==> src/rtl/twi_cond_pkg.sv <==
package twi_cond_pkg;

    typedef struct packed {
        logic scl;
        logic sda;
    } line_pair_t;

    typedef struct packed {
        logic start;
        logic stop;
        logic rise;
        logic fall;
    } bus_evt_t;

    localparam int NUM_LINES = 2;
    localparam int LINE_SCL  = 1;
    localparam int LINE_SDA  = 0;

endpackage

==> src/rtl/twi_sync2.sv <==
module twi_sync2 #(
    parameter logic RST_VAL = 1'b1
) (
    input  logic clk,
    input  logic rst_n,
    input  logic din,
    output logic dout
);
    typedef struct packed {
        logic s1;
        logic s2;
    } sync_st_t;

    sync_st_t st_d, st_q;

    always_comb begin
        st_d.s1 = din;
        st_d.s2 = st_q.s1;
    end

    always_ff @(posedge clk) begin
        if (!rst_n) begin
            st_q <= '{s1: RST_VAL, s2: RST_VAL};
        end else begin
            st_q <= st_d;
        end
    end

    assign dout = st_q.s2;
endmodule

==> src/rtl/twi_spike_filter.sv <==
module twi_spike_filter #(
    parameter int   SPIKE_CNT = 12,
    parameter logic RST_LVL   = 1'b1
) (
    input  logic clk,
    input  logic rst_n,
    input  logic din,
    output logic dout
);
    localparam int CNT_W = (SPIKE_CNT < 1) ? 1 : $clog2(SPIKE_CNT + 1);
    localparam logic [CNT_W-1:0] RUN_LIMIT = CNT_W'(SPIKE_CNT);

    typedef struct packed {
        logic             lvl;
        logic [CNT_W-1:0] run;
    } filt_st_t;

    filt_st_t st_d, st_q;

    always_comb begin
        st_d = st_q;
        if (din != st_q.lvl) begin
            if (st_q.run == RUN_LIMIT) begin
                st_d.lvl = din;
                st_d.run = '0;
            end else begin
                st_d.run = st_q.run + 1'b1;
            end
        end else begin
            st_d.run = '0;
        end
    end

    always_ff @(posedge clk) begin
        if (!rst_n) begin
            st_q <= '{lvl: RST_LVL, run: '0};
        end else begin
            st_q <= st_d;
        end
    end

    assign dout = st_q.lvl;
endmodule

==> src/rtl/twi_cond_decode.sv <==
module twi_cond_decode
    import twi_cond_pkg::*;
(
    input  logic       clk,
    input  logic       rst_n,
    input  line_pair_t filt_i,
    output bus_evt_t   evt_o,
    output logic       idle_o
);
    typedef struct packed {
        line_pair_t prev;
        logic       idle;
    } dec_st_t;

    dec_st_t st_d, st_q;
    logic    scl_steady_hi;

    always_comb begin
        scl_steady_hi = st_q.prev.scl & filt_i.scl;
        evt_o.start   = scl_steady_hi &  st_q.prev.sda & ~filt_i.sda;
        evt_o.stop    = scl_steady_hi & ~st_q.prev.sda &  filt_i.sda;
        evt_o.rise    = ~st_q.prev.scl &  filt_i.scl;
        evt_o.fall    =  st_q.prev.scl & ~filt_i.scl;

        st_d.prev = filt_i;
        if (evt_o.stop) begin
            st_d.idle = 1'b1;
        end else begin
            st_d.idle = st_q.idle & filt_i.scl & filt_i.sda;
        end
    end

    always_ff @(posedge clk) begin
        if (!rst_n) begin
            st_q <= '{prev: '{scl: 1'b1, sda: 1'b1}, idle: 1'b1};
        end else begin
            st_q <= st_d;
        end
    end

    assign idle_o = st_q.idle;
endmodule

==> src/rtl/twi_sda_hold.sv <==
module twi_sda_hold #(
    parameter int HOLD_CNT = 75
) (
    input  logic clk,
    input  logic rst_n,
    input  logic scl_filt,
    input  logic pull_req,
    output logic pull_out
);
    localparam int HW = (HOLD_CNT < 1) ? 1 : $clog2(HOLD_CNT + 1);
    localparam logic [HW-1:0] HOLD_LOAD = HW'(HOLD_CNT);

    typedef struct packed {
        logic          drive;
        logic [HW-1:0] wait_cnt;
    } hold_st_t;

    hold_st_t st_d, st_q;

    always_comb begin
        st_d = st_q;
        if (scl_filt) begin
            st_d.wait_cnt = HOLD_LOAD;
        end else if (st_q.wait_cnt != '0) begin
            st_d.wait_cnt = st_q.wait_cnt - 1'b1;
        end else begin
            st_d.drive = pull_req;
        end
    end

    always_ff @(posedge clk) begin
        if (!rst_n) begin
            st_q <= '{drive: 1'b0, wait_cnt: HOLD_LOAD};
        end else begin
            st_q <= st_d;
        end
    end

    assign pull_out = st_q.drive;
endmodule

==> src/rtl/twi_cond_detect.sv <==
module twi_cond_detect
    import twi_cond_pkg::*;
#(
    parameter int SPIKE_CNT = 12,
    parameter int HOLD_CNT  = 75
) (
    input  logic clk,
    input  logic rst_n,
    input  logic scl_in,
    input  logic sda_in,
    input  logic tx_pull_low,
    output logic scl_filt,
    output logic sda_filt,
    output logic start_evt,
    output logic stop_evt,
    output logic rise_evt,
    output logic fall_evt,
    output logic bus_idle,
    output logic sda_pull_low
);
    logic [NUM_LINES-1:0] raw_v;
    logic [NUM_LINES-1:0] sync_v;
    logic [NUM_LINES-1:0] filt_v;
    line_pair_t           filt;
    bus_evt_t             evt;

    assign raw_v[LINE_SCL] = scl_in;
    assign raw_v[LINE_SDA] = sda_in;

    for (genvar i = 0; i < NUM_LINES; i++) begin : g_line
        twi_sync2 #(
            .RST_VAL(1'b1)
        ) u_sync (
            .clk  (clk),
            .rst_n(rst_n),
            .din  (raw_v[i]),
            .dout (sync_v[i])
        );

        twi_spike_filter #(
            .SPIKE_CNT(SPIKE_CNT),
            .RST_LVL  (1'b1)
        ) u_filt (
            .clk  (clk),
            .rst_n(rst_n),
            .din  (sync_v[i]),
            .dout (filt_v[i])
        );
    end

    assign filt.scl = filt_v[LINE_SCL];
    assign filt.sda = filt_v[LINE_SDA];

    twi_cond_decode u_dec (
        .clk   (clk),
        .rst_n (rst_n),
        .filt_i(filt),
        .evt_o (evt),
        .idle_o(bus_idle)
    );

    twi_sda_hold #(
        .HOLD_CNT(HOLD_CNT)
    ) u_hold (
        .clk     (clk),
        .rst_n   (rst_n),
        .scl_filt(filt.scl),
        .pull_req(tx_pull_low),
        .pull_out(sda_pull_low)
    );

    assign scl_filt  = filt.scl;
    assign sda_filt  = filt.sda;
    assign start_evt = evt.start;
    assign stop_evt  = evt.stop;
    assign rise_evt  = evt.rise;
    assign fall_evt  = evt.fall;
endmodule

==> config.mk <==
export PLATFORM = sky130hd
export DESIGN_NAME = twi_cond_detect
export DESIGN_NICKNAME = d
export VERILOG_FILES = /design/src/rtl/twi_cond_pkg.sv /design/src/rtl/twi_sync2.sv /design/src/rtl/twi_spike_filter.sv /design/src/rtl/twi_cond_decode.sv /design/src/rtl/twi_sda_hold.sv /design/src/rtl/twi_cond_detect.sv
export SDC_FILE = /design/constraint.sdc
export NUM_CORES = 1
export LEC_CHECK = 0
export CORE_AREA = 2 2 55 57
export CTS_CLUSTER_DIAMETER = 40
export DETAILED_ROUTE_END_ITERATION = 8
export DIE_AREA = 0 0 57 59
export MAX_ROUTING_LAYER = met4
export PLACE_DENSITY_LB_ADDON = 0.25
export SLEW_MARGIN = 20
export SYNTH_ARGS = -nofsm -noshare
export SYNTH_HDL_FRONTEND = slang
export SYNTH_HIERARCHICAL = 1
export SYNTH_SLANG_ARGS = --single-unit
==> constraint.sdc <==
create_clock -name clk -period 2.4 [get_ports clk]
set_input_delay 0.48 -clock clk [delete_from_list [all_inputs] [get_ports clk]]
set_output_delay 0.48 -clock clk [all_outputs]
set_load 0.01 [all_outputs]
Yosys cells after proc, flatten, opt, wreduce, memory -nomap -nowiden
Cells that the tools add are included.
{"block": "classes", "n_mux": 0, "reduce_logical": 8, "bitwise_logic": 17, "magnitude_cmp": 0, "add_sub_neg": 3, "eq_ne": 4, "n_div": 0, "n_shift": 0, "multipliers": 0}
{"op": "AND 1 bit", "n": 9}
{"op": "adder 4 x 1 -> 4 bit (second input constant)", "n": 2}
{"op": "equality test 4 bit (second input constant)", "n": 2}
{"op": "NOT 1 bit", "n": 8}
{"op": "nonzero test 7 bit", "n": 1}
{"op": "subtractor 7 x 1 -> 7 bit (second input constant)", "n": 1}
{"op": "AND reduction 2 bit", "n": 3}
{"op": "OR reduction 3 bit", "n": 2}
{"op": "OR reduction 2 bit", "n": 2}
{"op": "inequality test 1 bit", "n": 2}
{"block": "totals", "word_cells": 45, "input_bits": 5, "ff_bits": 25, "rom_bits": 0, "latch_bits": 0, "output_inout_bits": 8, "mem_count": 0, "ramBits": 0}

Longest topological paths before layout
{"block": "depth", "depth_word": 4, "depth_mapped": 5, "ltp_nobuf": 5}

Modules after synthesis
Netlist, hierarchy kept.
{"mod": "twi_spike_filter", "n_inst": 2, "cells_each": 22, "seq_area_each_um2": 100.1, "area_per_inst_um2": 211.5}
{"mod": "twi_sda_hold", "n_inst": 1, "cells_each": 41, "seq_area_each_um2": 160.2, "area_per_inst_um2": 394.1}
{"mod": "twi_cond_decode", "n_inst": 1, "cells_each": 14, "seq_area_each_um2": 60.1, "area_per_inst_um2": 141.4}
{"mod": "twi_sync2", "n_inst": 2, "cells_each": 4, "seq_area_each_um2": 40.0, "area_per_inst_um2": 52.6}

Worst setup path after synthesis
OpenSTA, ideal clock, no wires.
{"block": "synth_timing", "kind": "flip-flop to flip-flop", "from": "register u_hold/st_q[0] in the netlist's numbering", "to": "register u_hold/st_q[1] in the netlist's numbering", "arrival_time_ps": 1497, "path_slack_ps": 788, "n_path_buf": 0, "required_time_ps": 2285, "synth_period_minus_slack_ps": 1612, "setup_ps": 115, "stages_incl_launch_ff": 6, "path_cell_list": "dfxtp_1 > inv_1 > ha_1 > or4b_4 > or4_1 > o21a_1"}
{"block": "synth_between", "elab_chain_cells": 1, "elab_cells_between_ends": 2, "cone_classes": "add/sub: 1; reduce/logical: 1"}
{"element": "start, declared", "line": "twi_sda_hold.sv:18", "rtl": "hold_st_t st_d, st_q;"}
{"element": "start signal, assigned", "line": "twi_sda_hold.sv:33", "rtl": "st_q <= '{drive: 1'b0, wait_cnt: HOLD_LOAD};"}
{"element": "start signal, assigned", "line": "twi_sda_hold.sv:35", "rtl": "st_q <= st_d;"}
{"element": "subtractor 7 x 1 -> 7 bit / nonzero test 7 bit (equally long branches)", "line": "twi_sda_hold.sv:25, twi_sda_hold.sv:24"}
Several ways; a longest one is shown, not always the timed one.
A chain may end at the register's enable or synchronous reset.

Final worst setup path
{"block": "layout_timing", "from": "register g_line[1].u_filt.st_q (netlist bit g_line[1].u_filt/dout)", "to": "output port start_evt"}
{"block": "layout_between", "elab_chain_cells": 3}
{"element": "start, declared", "line": "twi_spike_filter.sv:18", "rtl": "filt_st_t st_d, st_q;"}
{"element": "start signal, assigned", "line": "twi_spike_filter.sv:36", "rtl": "st_q <= '{lvl: RST_LVL, run: '0};"}
{"element": "start signal, assigned", "line": "twi_spike_filter.sv:38", "rtl": "st_q <= st_d;"}
{"element": "AND 1 bit", "line": "twi_cond_decode.sv:19", "rtl": "scl_steady_hi = st_q.prev.scl & filt_i.scl;"}
{"element": "AND 1 bit (2 in series)", "line": "twi_cond_decode.sv:20", "rtl": "evt_o.start = scl_steady_hi & st_q.prev.sda & ~filt_i.sda;"}
{"element": "end, declared", "line": "twi_cond_detect.sv:14", "rtl": "output logic start_evt,"}
Every way passes these cells.

==> key figures <==
Clock network
  • CTS root buf: clkbuf_4
  • Max Root-Sink Buffers: 2
  • CTS sink cnt: 25
  • CTS tree: yes
  • Post-CTS setup buffer count: 0
  • Post-CTS Hold Fix Bufs: 0
  • CTS H-tree lvls: 1
  • Clock transition at path regs: roughly 0.13 ns
  • Num CTS Buffers: 3
  • # resized after CTS: 0
  • Clk_lat worst skew: 0.30 ns

STA
  • Post-Route Skew: approximately 0.00095 ns
  • Slew at the pin closest to its max-slew limit: about 0.42 ns
  • Final Critical Period: 2.22 ns
  • Final setup viols: 0
  • Setup TNS: 0 ns
  • Final period util: 92.6%
  • Worst relative slew slack: between 70% and 80%
  • Fin. Hold Viols: 0
  • RSZ-0062 raised after global routing: no
  • Max Clock Freq: 0.450 GHz
  • Fin. max-slew vios: 0
  • Setup ws final: 0.177 ns

Logic synthesis
  • Cell variety after synth: 30
  • Most used DFF post-synth: dfxtp_1
  • Post-synth ARST share: 0%
  • Most frequent cell after synthesis: dfxtp_1
  • Mapped Avg Cell Area: between 9 and 10 sq um
  • Mapped Area: around 1100 sq um
  • Dominant cell type by area after synthesis: dfxtp_1
  • Post-synthesis cell count: between 100 and 150
  • #FFs+latches synth: 25
  • Post-synthesis sequential area ratio: a little under half
  • Syn_nets: roughly 120
  • Largest cells by area after synthesis: dfxtp_1 (47%), ha_1 (7.1%), nand2b_1 (4.7%)
  • Post-synth EDFFs: 0
  • Top cell type's share of synthesized area: ~47%
  • Ys Warns: 6
  • Top post-synthesis cells by count: dfxtp_1 (25), nor2_1 (13), inv_1 (9), nand2b_1 (8), ha_1 (6)

Worst setup path
  • Required @ worst endpoint: between 1.5 and 2 ns
  • Critical Setup Path Class: reg2out
  • Startpoint Class: flop
  • Crit end category: primary output
  • CP max FO: 12
  • Worst EP arrival: approximately 1.7 ns

Routing
  • DR WL/cell: approximately 11 microns
  • # DRC: 0
  • ANT nets after route: 0
  • Pre-antenna DRT Iters: 4
  • WL final: 1.65 mm
  • Via/cell ratio: about 4.7
  • Routed via count: just over 700
  • DRT iter0 DRCs: 22

Power and ir drop
  • Pwr/cell area: 492 nW/um^2
  • Clock share of power: between 20% and 30%
  • P_sw: 0.127 mW
  • Static Leak: 0.485 nW
  • Sw Ratio: between 20 and 25%
  • Sequential Power Share: approximately two thirds
  • Worst vdd ir: between 200 and 300 uV
  • Combinational Power Share: under 10%
  • Cell Int Power: between 0.4 and 0.5 mW

Placement
  • GP Congestion: roughly 0.80
  • Dpl ws: approximately 0.50 ns
  • IO Port Bufs: 12
  • Hpwl dp: between 1 and 1.5 mm

Outcome
  • Outcome: complete, no violations

Cells and area
  • Nets: about 140
  • Final Util: between 40% and 50%
  • Area growth, synth to finish: 18.2%
  • Fraction of layout cells with a size suffix above 1: 10.5%
  • FILL cells: around 260
  • Inserted Diodes: 0

Hold path
  • Hold Crit Class: reg2reg

Global routing
  • First-pass GRT wire length: between 2 and 3 mm
  • Number of global-route vias before repair: between 700 and 800
  • Initial antenna violation count: 0
  • GRT overflow: 0
  • Largest net degree at the start of global routing: 16
  • Gr usage total: between 10% and 20%

Job
  • Max-cap violations: 0

Die
  • DIE WIDTH: 57 microns
  • Core Region: about 2700 sq um
  • Die area: about 3400 sq um
  • Effective utilization at floorplan: roughly two fifths
  • DIE HEIGHT: between 50 and 60 microns
  • Top-level I/O count: 13
  • Std-Cell Rows: 19
state kept, by name (all words and copies together), names as in the netlist:
| signal | flops |
|---|---|
| g_line.u_filt/st_q | 8 |
| g_line.u_sync/dout | 2 |
| u_dec/idle_o | 1 |
| u_hold/st_q | 7 |
| g_line.u_filt/dout | 2 |
| g_line.u_sync/st_d | 2 |
| u_dec/st_q | 2 |
| u_hold/pull_out | 1 |
power by group through the flow:
stage | clock network [mW] | logic [mW] | registers, mW
2_1_floorplan | 0 | 0.00694 | 0.430
4_1_cts | 0.191 | 0.0196 | 0.421
3_5_place_dp | 0 | 0.0194 | 0.430
5_1_grt | 0.211 | 0.0216 | 0.422
6_report | 0.179 | 0.0193 | 0.421
3_3_place_gp | 0 | 0.0195 | 0.430
cell type report:
| cell class | instances | area (sq um) | share of cell area, % |
|---|---|---|---|
| multi-input cells | 73 | 529 | 42.1 |
| well taps | 31 | 38.8 | 3.08 |
| clock inverters | 1 | 5.00 | 0.398 |
| inverters | 9 | 33.8 | 2.69 |
| clock buffers | 3 | 22.5 | 1.79 |
| repair buffers | 13 | 128 | 10.1 |
| flip-flops and latches | 25 | 500 | 39.8 |
worst paths after layout:
path / start / end / slack, ns / depth (start not counted)
min reg2reg: g_line[1].u_sync/st_d[0] / g_line[1].u_sync/dout / 0.42 / 1
min: g_line[1].u_sync/st_d[0] / g_line[1].u_sync/dout / 0.42 / 1
max: g_line[1].u_filt/dout / start_evt / 0.18 / 3
max reg2reg: u_hold/st_q[0] / u_hold/st_q[0] / 0.63 / 5
critical path: stages, from the launching register on:
cell             delay [ns]
dfxtp_1                0.57
nand2_2                0.12
nor3b_2                0.19
clkdlybuf4s50_1        0.55
logic make-up (layout without fill, tap and decap cells):
family,Yosys count,after routing,share of synthesized area (%)
XOR/XNOR,9,9,7.41
AO/OA/AOI/OAI,10,10,7.18
AND/OR/NAND/NOR,45,45,25.3
buffers and inverters,9,26,3.18
adder cells (fa/ha/maj),6,6,7.06
multiplexers,3,3,2.82
flip-flops,25,25,47.1
layout by cell type (no fill, tap or decap), types with 2 or more instances in the layout:
master           count
dfxtp_1             25
nand3_2              2
nor2b_1              2
ha_1                 6
inv_1                9
nand2b_1             8
nand3_1              4
nor3_1               2
clkdlybuf4s50_1     12
nand2_1              4
xor2_1               5
mux2i_1              3
or4_1                2
clkbuf_4             3
a21boi_0             2
nor3b_2              2
xnor2_1              4
nor2_1              13
metal layers:
layer | up-vias | GRT usage [%] | part of all wire [%]
met2 | 14 | 16.7 | 42
met3 | 2 | 2.84 | 4.6
li1 | 390 | - | -
met4 | 0 | 5.32 | 1.2
met1 | 315 | 15.0 | 52
met5 | - | - | 0
stage by stage:
stage	cell area, sq um	std cells	power [mW]	hold slack [ns]
after floorplan	1060	107	0.437	0.386
after global placement	1230	151	0.450	0.393
after detailed placement	1230	151	0.450	0.392
after CTS	1260	155	0.632	0.423
after global routing	1260	155	0.655	0.448
final	1260	155	0.619	0.421
No activity file was read; power rests on OpenSTA's default activity.
